**config.mk**
```make
export PLATFORM = sky130hd
export DESIGN_NAME = async_rx
export DESIGN_NICKNAME = d
export VERILOG_FILES = /design/src/rtl/async_rx_pkg.sv /design/src/rtl/async_rx_ctrl.sv /design/src/rtl/async_rx_dp.sv /design/src/rtl/async_rx.sv
export SDC_FILE = /design/constraint.sdc
export NUM_CORES = 1
export LEC_CHECK = 0
export BUFFER_PORTS_ARGS = -buffer_cell sky130_fd_sc_hd__buf_2
export CORE_ASPECT_RATIO = 0.8
export CORE_UTILIZATION = 51
export CTS_CLUSTER_DIAMETER = 40
export DETAILED_ROUTE_END_ITERATION = 10
export MAX_ROUTING_LAYER = met4
export PLACE_DENSITY = 0.79
export SLEW_MARGIN = 20
export SYNTH_ARGS = -nofsm -noshare
export SYNTH_HDL_FRONTEND = slang
export SYNTH_SLANG_ARGS = --single-unit
```
**constraint.sdc**
```tcl
create_clock -name clk -period 1.5 [get_ports clk]
set_input_delay 0.3 -clock clk [delete_from_list [all_inputs] [get_ports clk]]
set_output_delay 0.3 -clock clk [all_outputs]
set_load 0.05 [all_outputs]
```
**src/rtl/async_rx_pkg.sv**
```systemverilog
package async_rx_pkg;

  typedef enum logic [2:0] {
    ST_IDLE,
    ST_START,
    ST_DATA,
    ST_STOP,
    ST_WAITHI
  } rxState_e;

  typedef struct packed {
    logic shiftEn;
    logic loadEn;
  } rxStrobe_t;

endpackage

```
**src/rtl/async_rx_ctrl.sv**
```systemverilog
module async_rx_ctrl
  import async_rx_pkg::*;
#(
  parameter int OVERSAMPLE = 16,
  parameter int DATA_BITS  = 8
) (
  input  logic      clk,
  input  logic      rstN,
  input  logic      tick16,
  input  logic      lineIn,
  output rxStrobe_t strb
);

  localparam int CNT_W    = $clog2(OVERSAMPLE);
  localparam int IDX_W    = (DATA_BITS > 1) ? $clog2(DATA_BITS) : 1;
  localparam int MID_CNT  = OVERSAMPLE / 2 - 2;
  localparam int LAST_CNT = OVERSAMPLE - 1;

  rxState_e         state, stateNext;
  logic [CNT_W-1:0] cnt, cntNext;
  logic [IDX_W-1:0] bitIdx, idxNext;

  always_ff @(posedge clk or negedge rstN) begin
    if (!rstN) begin
      state  <= ST_IDLE;
      cnt    <= '0;
      bitIdx <= '0;
    end else begin
      state  <= stateNext;
      cnt    <= cntNext;
      bitIdx <= idxNext;
    end
  end

  always_comb begin
    stateNext = state;
    cntNext   = cnt;
    idxNext   = bitIdx;
    strb      = '0;
    case (state)
      ST_IDLE: begin
        if (tick16 && !lineIn) begin
          stateNext = ST_START;
          cntNext   = '0;
        end
      end
      ST_START: begin
        if (tick16) begin
          if (cnt == CNT_W'(MID_CNT)) begin
            cntNext = '0;
            idxNext = '0;
            stateNext = lineIn ? ST_IDLE : ST_DATA;
          end else begin
            cntNext = cnt + 1'b1;
          end
        end
      end
      ST_DATA: begin
        if (tick16) begin
          if (cnt == CNT_W'(LAST_CNT)) begin
            strb.shiftEn = 1'b1;
            cntNext      = '0;
            if (bitIdx == IDX_W'(DATA_BITS - 1)) stateNext = ST_STOP;
            else                                 idxNext   = bitIdx + 1'b1;
          end else begin
            cntNext = cnt + 1'b1;
          end
        end
      end
      ST_STOP: begin
        if (tick16) begin
          if (cnt == CNT_W'(LAST_CNT)) begin
            strb.loadEn = 1'b1;
            cntNext     = '0;
            stateNext   = lineIn ? ST_IDLE : ST_WAITHI;
          end else begin
            cntNext = cnt + 1'b1;
          end
        end
      end
      ST_WAITHI: begin
        if (lineIn) stateNext = ST_IDLE;
      end
      default: stateNext = ST_IDLE;
    endcase
  end

endmodule

```
**src/rtl/async_rx_dp.sv**
```systemverilog
module async_rx_dp
  import async_rx_pkg::*;
#(
  parameter int DATA_BITS   = 8,
  parameter int SYNC_STAGES = 2
) (
  input  logic                 clk,
  input  logic                 rstN,
  input  logic                 serIn,
  input  logic                 hostRd,
  input  rxStrobe_t            strb,
  output logic                 lineOut,
  output logic [DATA_BITS-1:0] rxByte,
  output logic [3:0]           lineStat
);

  logic [SYNC_STAGES-1:0] syncReg;
  logic [DATA_BITS-1:0]   shReg;
  logic [DATA_BITS-1:0]   holdReg;
  logic                   ready, ovr, fe, brk;
  logic                   stopBad;

  assign lineOut = syncReg[SYNC_STAGES-1];
  assign stopBad = ~lineOut;

  always_ff @(posedge clk or negedge rstN) begin
    if (!rstN) syncReg <= '1;
    else       syncReg <= {syncReg[SYNC_STAGES-2:0], serIn};
  end

  always_ff @(posedge clk or negedge rstN) begin
    if (!rstN)             shReg <= '0;
    else if (strb.shiftEn) shReg <= {lineOut, shReg[DATA_BITS-1:1]};
  end

  always_ff @(posedge clk or negedge rstN) begin
    if (!rstN) begin
      holdReg <= '0;
      ready   <= 1'b0;
      ovr     <= 1'b0;
      fe      <= 1'b0;
      brk     <= 1'b0;
    end else if (strb.loadEn) begin
      holdReg <= shReg;
      ready   <= 1'b1;
      ovr     <= (ready | ovr) & ~hostRd;
      fe      <= (fe & ~hostRd) | stopBad;
      brk     <= (brk & ~hostRd) | (stopBad & (shReg == '0));
    end else if (hostRd) begin
      ready <= 1'b0;
      ovr   <= 1'b0;
      fe    <= 1'b0;
      brk   <= 1'b0;
    end
  end

  assign rxByte   = holdReg;
  assign lineStat = {brk, fe, ovr, ready};

endmodule

```
**src/rtl/async_rx.sv**
```systemverilog
module async_rx
  import async_rx_pkg::*;
#(
  parameter int OVERSAMPLE  = 16,
  parameter int DATA_BITS   = 8,
  parameter int SYNC_STAGES = 2
) (
  input  logic                 clk,
  input  logic                 rstN,
  input  logic                 tick16,
  input  logic                 serIn,
  input  logic                 hostRd,
  output logic [DATA_BITS-1:0] rxByte,
  output logic [3:0]           lineStat
);

  rxStrobe_t strb;
  logic      lineSync;

  async_rx_ctrl #(
    .OVERSAMPLE(OVERSAMPLE),
    .DATA_BITS (DATA_BITS)
  ) ctrl_i (
    .clk   (clk),
    .rstN  (rstN),
    .tick16(tick16),
    .lineIn(lineSync),
    .strb  (strb)
  );

  async_rx_dp #(
    .DATA_BITS  (DATA_BITS),
    .SYNC_STAGES(SYNC_STAGES)
  ) dp_i (
    .clk     (clk),
    .rstN    (rstN),
    .serIn   (serIn),
    .hostRd  (hostRd),
    .strb    (strb),
    .lineOut (lineSync),
    .rxByte  (rxByte),
    .lineStat(lineStat)
  );

endmodule

```
==> metrics.csv, run 1 <==
stage,metric,value,unit
global_route,grt_usage,22.2,%
clocking,ctsRootBufferMaster,sky130_fd_sc_hd__clkbuf_8,
placement,detailed_placement_hpwl,2.15,mm
layout,final_common_cell,sky130_fd_sc_hd__dfrtp_1,
detailed_routing,drt-wirelength-per-cell,14.1,um
synthesis,postSynthRegisterBits,32,
synthesis,synth_top_area_share,50.0,%
clocking,ctsHtreeMaxLevel,2,
flow_run,maxCapViolations,0,
synthesis,synth_area_leaders,"sky130_fd_sc_hd__dfrtp_1 50%, sky130_fd_sc_hd__mux2_4 8.0%, sky130_fd_sc_hd__nand2_1 7.2%",
sta,clock_skew_after_layout,5.36,ps
placement,gpl.final_weighted_congestion,0.864,
global_route,antenna_violations_before_repair,0,
synthesis,synth_area_per_cell,10.7,um^2
synthesis,synth_ff_type,sky130_fd_sc_hd__dfrtp_1,
layout,fin_nets,186,
synthesis,yosysSeqAreaShare,53.5,%
sta,report.final.setup_viol,10,
sta,relSlewSlack,73.7,%
die,initial_utilization,53.9,%
critical_path,timing.critical_path.to_type,flop,
die,ios,17,
critical_path,critPathKind,reg2reg,
die,floorplan.die.height,50.6,um
sta,rsz0062_at_grt,yes,
layout,layout.cells.most_common_list,"30 x sky130_fd_sc_hd__dfrtp_1, 29 x sky130_fd_sc_hd__nand2_1, 18 x sky130_fd_sc_hd__buf_4",
outcome,violations,setup timing,
sta,final.period_utilization,106,%
die,die_area,0.00317,mm^2
worst_hold_path,worstHoldPathType,in2async,
layout,utilization,68.0,%
pwr,ir_drop,0.00105,V
clocking,tritoncts,done,
sta,fin_ws,-89.2,ps
outcome,outcome,finished with violations,
layout,multi_input_area,676,um^2
clocking,clk_pin_slew_worst_paths,60,ps
die,rows,17,
synthesis,edff_count_synth,0,
synthesis,synth.net_count,150,
clocking,total_cts_buffers,5,
pwr,power_per_cell_area,1290,mW/mm^2
layout,seqCellArea,803,um^2
layout,drive_gt1_share,38.8,%
layout,area.growth.synth_to_final,26.1,%
detailed_routing,detailedRoute.firstIterationViolations,66,
clocking,cts_sinks,32,
die,dieWidth,62.7,um
clocking,clkLatencyLatePin,280,ps
critical_path,critical_path_required,1670,ps
layout,antenna_cells,0,
placement,detailedPlace.worstSlack,-122,ps
global_route,grt_pass1_wl,5.08,mm
synthesis,yosysWarnings,0,
synthesis,async_reset_ff_share,100,%
layout,layout.filler_cells,217,
die,fp.coreArea,0.00279,mm^2
synthesis,synthDistinctLibCells,36,
placement,numPortBuffers,16,
pwr,leakage,1.01,nW
sta,clock.fmax,0.629,GHz
critical_path,critPathLaunchType,flop,
global_route,number_of_global_route_vias_before_repair,1170,
detailed_routing,postRouteWirelength,3.05,mm
synthesis,synth_area_leader_cell,sky130_fd_sc_hd__dfrtp_1,
global_route,globalRoute.totalOverflow,0,
placement,post-place-cells,205,
detailed_routing,drt_drc_violations_left,0,
sta,worst_pin_slew,394,ps
synthesis,synthesis.instances,141,
detailed_routing,drtAntennaViolNets,0,
detailed_routing,detailroute.via_count,1114,
layout,fin_cells,216,
sta,final.hold.worst_slack,25.1,ps
sta,finalCriticalPeriod,1590,ps
critical_path,timing.critical_path.arrival,1760,ps
sta,final_hold_viol_count,0,
detailed_routing,detail_route.first_pass.iterations,4,
critical_path,crit_path_max_fanout,5,
global_route,grt_start_max_net_pins,33,
sta,final_report_max_slew_violation_count,0,
synthesis,netlist_area,0.00150,mm^2
clocking,clockBufferDepth,2,
detailed_routing,routed_via_density,5.16,
sta,setup_total_negative_slack,-696,ps
-- sequential cells by signal, indices dropped and copies added (netlist names) --
name	flops
dp_i.rxByte	8
dp_i.shReg	8
ctrl_i.cnt	4
ctrl_i.bitIdx	3
ctrl_i.state	3
dp_i.syncReg	2
dp_i.brk	1
dp_i.fe	1
dp_i.ovr	1
dp_i.ready	1
-- critical path: stages (launching register included) --
cell and delay [ps]:
sky130_fd_sc_hd__dfrtp_1 400, sky130_fd_sc_hd__ha_4 170, sky130_fd_sc_hd__nand4_4 90, sky130_fd_sc_hd__or3_4 370, sky130_fd_sc_hd__buf_6 150, sky130_fd_sc_hd__mux2_4 300
-- per-layer routing --
layer	up-vias	track usage (%)	share of wire, %
li1	544	-	-
met1	539	26.8	45
met2	24	36.6	50
met3	7	5.45	3.8
met4	0	8.14	1.5
met5	-	-	0
-- power by group --
| group | leakage [nW] | total (mW) | internal [mW] | switching, mW |
|---|---|---|---|---|
| Combinational | 0.536 | 0.695 | 0.363 | 0.332 |
| Clock | 0.0445 | 0.684 | 0.372 | 0.312 |
| Sequential | 0.426 | 1.07 | 0.953 | 0.117 |
| Total | 1.01 | 2.45 | 1.69 | 0.762 |
-- kinds of logic after synthesis --
| logic type | share of synthesized area (%) |
|---|---|
| mux | 8.74 |
| compound gates | 9.08 |
| simple gates | 20.3 |
| fa+ha+maj | 3.33 |
| buf+inv | 5.08 |
| flops | 53.5 |
-- area by class of cell --
| type | instances | share of cell area (%) |
|---|---|---|
| Clock inverter | 1 | 0.396 |
| Inverter | 6 | 1.32 |
| Multi-Input combinational cell | 95 | 35.7 |
| Timing Repair Buffer | 37 | 13.1 |
| Sequential cell | 32 | 42.4 |
| Clock buffer | 7 | 4.56 |
| Tap cell | 38 | 2.51 |
-- path summary, 6_finish.rpt --
check,endpoint,cells after the start,slack [ps],start
max in group asynchronous,dp_i.syncReg[1],2,1150,rstN
min reg2reg,dp_i.syncReg[1],0,360,dp_i.syncReg[0]
max,dp_i.shReg[5],5,-90,ctrl_i.cnt[1]
min,dp_i.rxByte[1],2,30,rstN
max reg2reg,dp_i.shReg[5],5,-90,ctrl_i.cnt[1]
min in group clk,dp_i.syncReg[0],1,110,serIn
-- Yosys cell counts (all sizes together) (2+ instances only) --
| master | number |
|---|---|
| nor3 | 5 |
| a21oi | 7 |
| buf | 5 |
| o21ai | 4 |
| ha | 4 |
| inv | 6 |
| nand3 | 3 |
| dfstp | 2 |
| nand2 | 29 |
| mux2 | 9 |
| nor2 | 12 |
| a22o | 3 |
| nand2b | 2 |
| and3 | 2 |
| dfrtp | 30 |
| clkbuf | 3 |
| or3 | 2 |
-- per-stage QoR --
| step | power [mW] | instance area (um^2) |
|---|---|---|
| global route | 2.60 | 1890 |
| finish | 2.45 | 1890 |
| detailed placement | 1.67 | 1720 |
| CTS | 2.43 | 1880 |
| global placement | 1.63 | 1720 |
| floorplan | 1.41 | 1520 |
-- what timing repair did --
item,4_1_cts,5_1_grt
hold buffers,0,0
hold endpoints to repair,0,0
cloned,1,0
endpoints found under the setup margin,19,24
gates resized for setup,10,9
setup buffers,2,0
pin swaps,6,2
(Power assumes the default switching activity.)
==> inputs of run 2 (changes only) <==
CORE_UTILIZATION = 61   (was 51)
PLACE_DENSITY = 0.88   (was 0.79)
clock period = 1.9 ns   (was 1.5 ns; I/O delays follow)
==> run 2 against run 1 <==
Net effect: the flow finishes with violations (DRC); count of clock-buffer cells in the layout increased by 1; cell area decreased by 12%; sequential share of layout area increased by 6.0 points; die area decreased by 16%; fmax decreased by 6.0%; worst setup slack improved by 300 ps; power decreased by 35%; critical path depth decreased by 1; clock skew decreased by 2.4 ps; via count decreased by 2.9%; critical endpoint is now dp_i.shReg[1].
==> metrics.csv, run 2 (synthesis results as in run 1) <==
stage,metric,value,unit,change
detailed_routing,routed_via_density,5.85,,was 5.16
sta,worst_pin_slew,675,ps,was 394 ps
die,floorplan.die.height,46.4,um,was 50.6 um
layout,fin_nets,168,,was 186
sta,clock.fmax,0.591,GHz,was 0.629 GHz
global_route,antenna_violations_before_repair,0,,unchanged
clocking,number_of_resized_instances_in_the_post_cts_repair_step,0,,was 10
global_route,number_of_global_route_vias_before_repair,1009,,was 1170
die,ios,17,,unchanged
clocking,ctsHtreeMaxLevel,2,,unchanged
critical_path,timing.critical_path.to_type,flop,,unchanged
detailed_routing,drt_drc_violations_left,2,,was 0
placement,detailed_placement_hpwl,1.90,mm,was 2.15 mm
critical_path,timing.critical_path.arrival,1920,ps,was 1760 ps
sta,setup_total_negative_slack,0,ps,was -696 ps
detailed_routing,postRouteWirelength,2.72,mm,was 3.05 mm
layout,antenna_cells,0,,unchanged
worst_hold_path,worstHoldPathType,in2async,,unchanged
critical_path,critical_path_required,2130,ps,was 1670 ps
clocking,cts.repair_timing.setup_buffer_count,0,,was 2
global_route,globalRoute.totalOverflow,0,,unchanged
die,die_area,0.00267,mm^2,was 0.00317 mm^2
sta,fin_ws,209,ps,was -89.2 ps
layout,utilization,74.3,%,was 68.0%
layout,layout.cells.most_common_list,"30 x sky130_fd_sc_hd__dfrtp_1, 29 x sky130_fd_sc_hd__nand2_1, 16 x sky130_fd_sc_hd__buf_2",,"was 30 x sky130_fd_sc_hd__dfrtp_1, 29 x sky130_fd_sc_hd__nand2_1, 18 x sky130_fd_sc_hd__buf_4"
sta,final.period_utilization,89.0,%,was 106%
clocking,cts_sinks,32,,unchanged
sta,clock_skew_after_layout,2.95,ps,was 5.36 ps
critical_path,critPathLaunchType,flop,,unchanged
sta,finalCriticalPeriod,1690,ps,was 1590 ps
layout,area.growth.synth_to_final,10.4,%,was 26.1%
outcome,outcome,finished with violations,,unchanged
detailed_routing,detailroute.via_count,1082,,was 1114
global_route,grt_pass1_wl,4.44,mm,was 5.08 mm
sta,final_hold_viol_count,0,,unchanged
die,rows,15,,was 17
clocking,clk_pin_slew_worst_paths,90,ps,was 60 ps
die,fp.coreArea,0.00223,mm^2,was 0.00279 mm^2
clocking,clockBufferDepth,2,,unchanged
critical_path,critPathKind,reg2reg,,unchanged
global_route,grt_usage,24.5,%,was 22.2%
placement,numPortBuffers,16,,unchanged
layout,final_common_cell,sky130_fd_sc_hd__dfrtp_1,,unchanged
placement,gpl.final_weighted_congestion,0.861,,was 0.864
clocking,post_cts_hold_buffers,0,,unchanged
sta,report.final.setup_viol,0,,was 10
sta,final_report_max_slew_violation_count,0,,unchanged
clocking,tritoncts,done,,unchanged
sta,relSlewSlack,55.0,%,was 73.7%
layout,drive_gt1_share,27.5,%,was 38.8%
detailed_routing,detailedRoute.firstIterationViolations,40,,was 66
pwr,power_per_cell_area,963,mW/mm^2,was 1290 mW/mm^2
clocking,total_cts_buffers,5,,unchanged
clocking,ctsRootBufferMaster,sky130_fd_sc_hd__clkbuf_4,,was sky130_fd_sc_hd__clkbuf_8
die,dieWidth,57.5,um,was 62.7 um
outcome,violations,DRC,,was setup timing
critical_path,crit_path_max_fanout,9,,was 5
detailed_routing,drtAntennaViolNets,0,,unchanged
detailed_routing,detail_route.first_pass.iterations,7,,was 4
flow_run,maxCapViolations,0,,unchanged
pwr,leakage,0.910,nW,was 1.01 nW
clocking,clkLatencyLatePin,340,ps,was 280 ps
pwr,ir_drop,0.000474,V,was 0.00105 V
detailed_routing,drt-wirelength-per-cell,14.7,um,was 14.1 um
sta,rsz0062_at_grt,no,,was yes
global_route,grt_start_max_net_pins,33,,unchanged
placement,detailedPlace.worstSlack,36.2,ps,was -122 ps
die,initial_utilization,67.3,%,was 53.9%
## run 2: changes by cell type in the layout (fill, tap and decap cells not counted), sizes merged
cell,before,now
clkinvlp,1,0
buf,37,19
clkbuf,7,8
## run 2: routing by layer
layer | GRT usage (%) | vias to the layer above | routed length, um
met5 | - | - | 0
met4 | 14.1 | 0 | 44
met3 | 6.74 | 7 | 153
met2 | 37.0 | 36 | 1240
met1 | 30.0 | 523 | 1280
li1 | - | 516 | -
## run 2: per-stage QoR
stage | hold WS (ps) | instance area (um^2) | power, mW | std cells
after floorplan | 84.4 | 1500 | 1.10 | 141
after global placement | 346 | 1580 | 1.16 | 177
after detailed placement | 352 | 1580 | 1.18 | 177
after CTS | 85.8 | 1640 | 1.58 | 185
after global routing | 125 | 1660 | 1.68 | 185
final | 68.5 | 1660 | 1.60 | 185
## run 2: final timing paths
kind / slack (ps) / from / depth (start not counted) / end
setup / recovery: 210 / ctrl_i.cnt[0] / 4 / dp_i.shReg[1]
hold / removal: 70 / rstN / 1 / dp_i.rxByte[4]
setup reg to reg: 210 / ctrl_i.cnt[0] / 4 / dp_i.shReg[1]
hold reg to reg: 360 / dp_i.syncReg[0] / 0 / dp_i.syncReg[1]
max in group asynchronous: 1400 / rstN / 1 / dp_i.shReg[1]
min in group clk: 130 / serIn / 1 / dp_i.syncReg[0]
## run 2: critical path, cell delays in order, from the launching register on
cell and delay (ps):
sky130_fd_sc_hd__dfrtp_1 420, sky130_fd_sc_hd__ha_1 270, sky130_fd_sc_hd__nand4_4 120, sky130_fd_sc_hd__or3_4 450, sky130_fd_sc_hd__mux2_4 330
## run 2: area by class of cell
class / instances / area (um^2)
Sequential cell: 32 / 803
Timing Repair Buffer: 19 / 103
Multi-Input combinational cell: 95 / 641
Clock buffer: 8 / 58.8
Fill cell: 154 / 574
Inverter: 6 / 22.5
Tap cell: 25 / 31.3
## run 2: power by group
| part | leakage, nW | total (mW) | internal [mW] | switching (mW) |
|---|---|---|---|---|
| Clock | 0.0326 | 0.409 | 0.182 | 0.227 |
| Sequential | 0.426 | 0.861 | 0.752 | 0.109 |
| Combinational | 0.451 | 0.328 | 0.149 | 0.179 |
==> inputs of run 3 (changes only) <==
PLACE_DENSITY = 0.92   (was 0.88)
==> run 3 against run 2 <==
Net effect: the run still ends with DRC left; clock skew is 10 ps higher; core utilization is 0.73 points lower; die area stayed put; hold slack better by 16 ps; combinational power hardly changed; worst setup slack worse by 94 ps; register-to-register slack worse by 90 ps; largest power group unchanged.
==> metrics.csv, run 3 (synthesis results as in run 1) <==
stage,metric,value,unit,change
critical_path,r2r_cells,6,,was 4
layout,layout.cells.most_common_list,"30 x sky130_fd_sc_hd__dfrtp_1, 29 x sky130_fd_sc_hd__nand2_1, 16 x sky130_fd_sc_hd__buf_2",,unchanged
pwr,ir_drop,0.000573,V,was 0.000474 V
pwr,p_clk_share,22.1,%,was 25.6%
pwr,switching_power,492,uW,was 515 uW
pwr,power.switching_fraction,32.1,%,was 32.2%
critical_path,r2r_slack,120,ps,was 210 ps
critical_path,timing.critical_path.to_type,flop,,unchanged
placement,numPortBuffers,16,,unchanged
layout,area.growth.synth_to_final,9.33,%,was 10.4%
sta,clock.fmax,0.560,GHz,was 0.591 GHz
die,initial_utilization,67.3,%,unchanged
die,rows,15,,unchanged
detailed_routing,detailedRoute.firstIterationViolations,55,,was 40
global_route,number_of_global_route_vias_before_repair,1088,,was 1009
placement,detailedPlace.worstSlack,128,ps,was 36.2 ps
die,ios,17,,unchanged
global_route,grt_pass1_wl,4.75,mm,was 4.44 mm
die,fp.coreArea,0.00223,mm^2,unchanged
critical_path,timing.critical_path.arrival,2000,ps,was 1920 ps
sta,final_hold_viol_count,0,,unchanged
outcome,violations,DRC,,unchanged
global_route,grt_start_max_net_pins,33,,unchanged
pwr,leakage,0.902,nW,was 0.910 nW
critical_path,critical_path_required,2120,ps,was 2130 ps
sta,fin_ws,115,ps,was 209 ps
layout,final_common_cell,sky130_fd_sc_hd__dfrtp_1,,unchanged
placement,detailed_place.area,0.00159,mm^2,was 0.00158 mm^2
critical_path,crit_path_max_fanout,11,,was 9
sta,relSlewSlack,54.5,%,was 55.0%
sta,final_report_max_slew_violation_count,0,,unchanged
sta,finalCriticalPeriod,1780,ps,was 1690 ps
critical_path,critPathLaunchType,flop,,unchanged
detailed_routing,detailroute.via_count,1074,,was 1082
clocking,ctsRootBufferMaster,sky130_fd_sc_hd__clkbuf_4,,unchanged
pwr,power_per_cell_area,932,mW/mm^2,was 963 mW/mm^2
layout,fin_cells,185,,unchanged
outcome,outcome,finished with violations,,unchanged
global_route,antenna_violations_before_repair,0,,unchanged
global_route,globalRoute.totalOverflow,0,,unchanged
critical_path,critPathKind,reg2reg,,unchanged
flow_run,maxCapViolations,0,,unchanged
clocking,tritoncts,done,,unchanged
die,die_area,0.00267,mm^2,unchanged
clocking,cts_sinks,32,,unchanged
placement,detailed_placement_hpwl,1.96,mm,was 1.90 mm
detailed_routing,top_signal_layer_used,met4,,unchanged
pwr,seq_power_share,56.4,%,was 53.9%
layout,final_design_area_no_fill,0.00164,mm^2,was 0.00166 mm^2
detailed_routing,detail_route.first_pass.iterations,7,,unchanged
sta,setup_total_negative_slack,0,ps,unchanged
detailed_routing,postRouteWirelength,2.76,mm,was 2.72 mm
critical_path,reg2reg_to,dp_i.rxByte[2],,was dp_i.shReg[1]
layout,drive_gt1_share,26.3,%,was 27.5%
clocking,ctsHtreeMaxLevel,2,,unchanged
sta,report.final.setup_viol,0,,unchanged
clocking,total_cts_buffers,5,,unchanged
detailed_routing,routed_via_density,5.81,,was 5.85
die,dieWidth,57.5,um,unchanged
global_route,grt_usage,25.8,%,was 24.5%
detailed_routing,sum_of_met2_wire_segment_lengths_after_detailed_routing,1.37,mm,was 1.24 mm
clocking,clkLatencyLatePin,320,ps,was 340 ps
placement,gpl.final_weighted_congestion,0.926,,was 0.861
placement,post-place-cells,178,,was 177
detailed_routing,dr_wl_met3,148,um,was 153 um
clocking,clk_pin_slew_worst_paths,100,ps,was 90 ps
pwr,combPwrFrac,21.6,%,was 20.5%
detailed_routing,met1_length,1.20,mm,was 1.28 mm
layout,antenna_cells,0,,unchanged
pwr,total_power,1.53,mW,was 1.60 mW
detailed_routing,drt_drc_violations_left,1,,was 2
sta,clock_skew_after_layout,13.4,ps,was 2.95 ps
layout,fin_nets,169,,was 168
sta,final.period_utilization,93.9,%,was 89.0%
pwr,cell_internal_pwr,1.04,mW,was 1.08 mW
worst_hold_path,worstHoldPathType,in2async,,unchanged
sta,worst_pin_slew,682,ps,was 675 ps
clocking,clockBufferDepth,2,,unchanged
die,floorplan.die.height,46.4,um,unchanged
sta,rsz0062_at_grt,no,,unchanged
critical_path,worst_r2r_startpoint,ctrl_i.cnt[0],,unchanged
detailed_routing,drtAntennaViolNets,0,,unchanged
detailed_routing,drt-wirelength-per-cell,14.9,um,was 14.7 um
-- run 3: cell count changes in the layout (fill, tap and decap cells not counted) --
cell and change:
sky130_fd_sc_hd__buf_4 +1, sky130_fd_sc_hd__clkbuf_8 -1, sky130_fd_sc_hd__or3_4 -2, sky130_fd_sc_hd__or3_1 +2
-- run 3: power groups by stage --
stage | Clock, mW | Sequential (mW) | Combinational [mW]
3_5_place_dp | 0 | 0.873 | 0.310
3_3_place_gp | 0 | 0.866 | 0.294
4_1_cts | 0.354 | 0.861 | 0.309
5_1_grt | 0.384 | 0.877 | 0.380
6_report | 0.338 | 0.863 | 0.330
2_1_floorplan | 0 | 0.827 | 0.274
-- run 3: repair_timing --
item	4_1_cts	5_1_grt
endpoints found under the setup margin	0	2
resized for setup	0	1
setup buffers	0	0
hold buffers	0	0
-- run 3: critical path, cell delays in order (launching register included) --
cell and delay [ps]:
sky130_fd_sc_hd__dfrtp_1 410, sky130_fd_sc_hd__ha_1 270, sky130_fd_sc_hd__nand4_4 110, sky130_fd_sc_hd__buf_4 170, sky130_fd_sc_hd__or3_1 490, sky130_fd_sc_hd__nand2_1 150, sky130_fd_sc_hd__nand2_1 70
-- run 3: final cells by class --
class	count	area, um^2
fillers	147	591
multi-input cells	95	631
clock buffers	7	45.0
well taps	25	31.3
repair buffers	20	110
inverters	6	22.5
flip-flops and latches	32	803
-- run 3: how the worst max path moves through the flow --
stage                           to          start  depth (start not counted)
floorplan            dp_i.shReg[0]  ctrl_i.cnt[0]                          5
global placement     dp_i.shReg[6]  ctrl_i.cnt[0]                          5
detailed placement  dp_i.rxByte[2]  ctrl_i.cnt[0]                          6
CTS                 dp_i.rxByte[2]  ctrl_i.cnt[0]                          6
global route        dp_i.rxByte[2]  ctrl_i.cnt[0]                          6
finish              dp_i.rxByte[2]  ctrl_i.cnt[0]                          6
-- run 3: stage by stage --
stage | hold slack, ps | utilization [%]
after floorplan | 84.4 | -
after detailed placement | 350 | 71.2
final | 84.4 | 73.6
after global routing | 130 | 73.6
after CTS | 102 | 73.2
after global placement | 348 | 71.2
-- run 3: metal layers --
metal,up-vias,global-route usage [%]
met5,-,-
met4,0,10.2
met3,6,7.02
met2,35,41.9
met1,518,31.3
li1,515,-
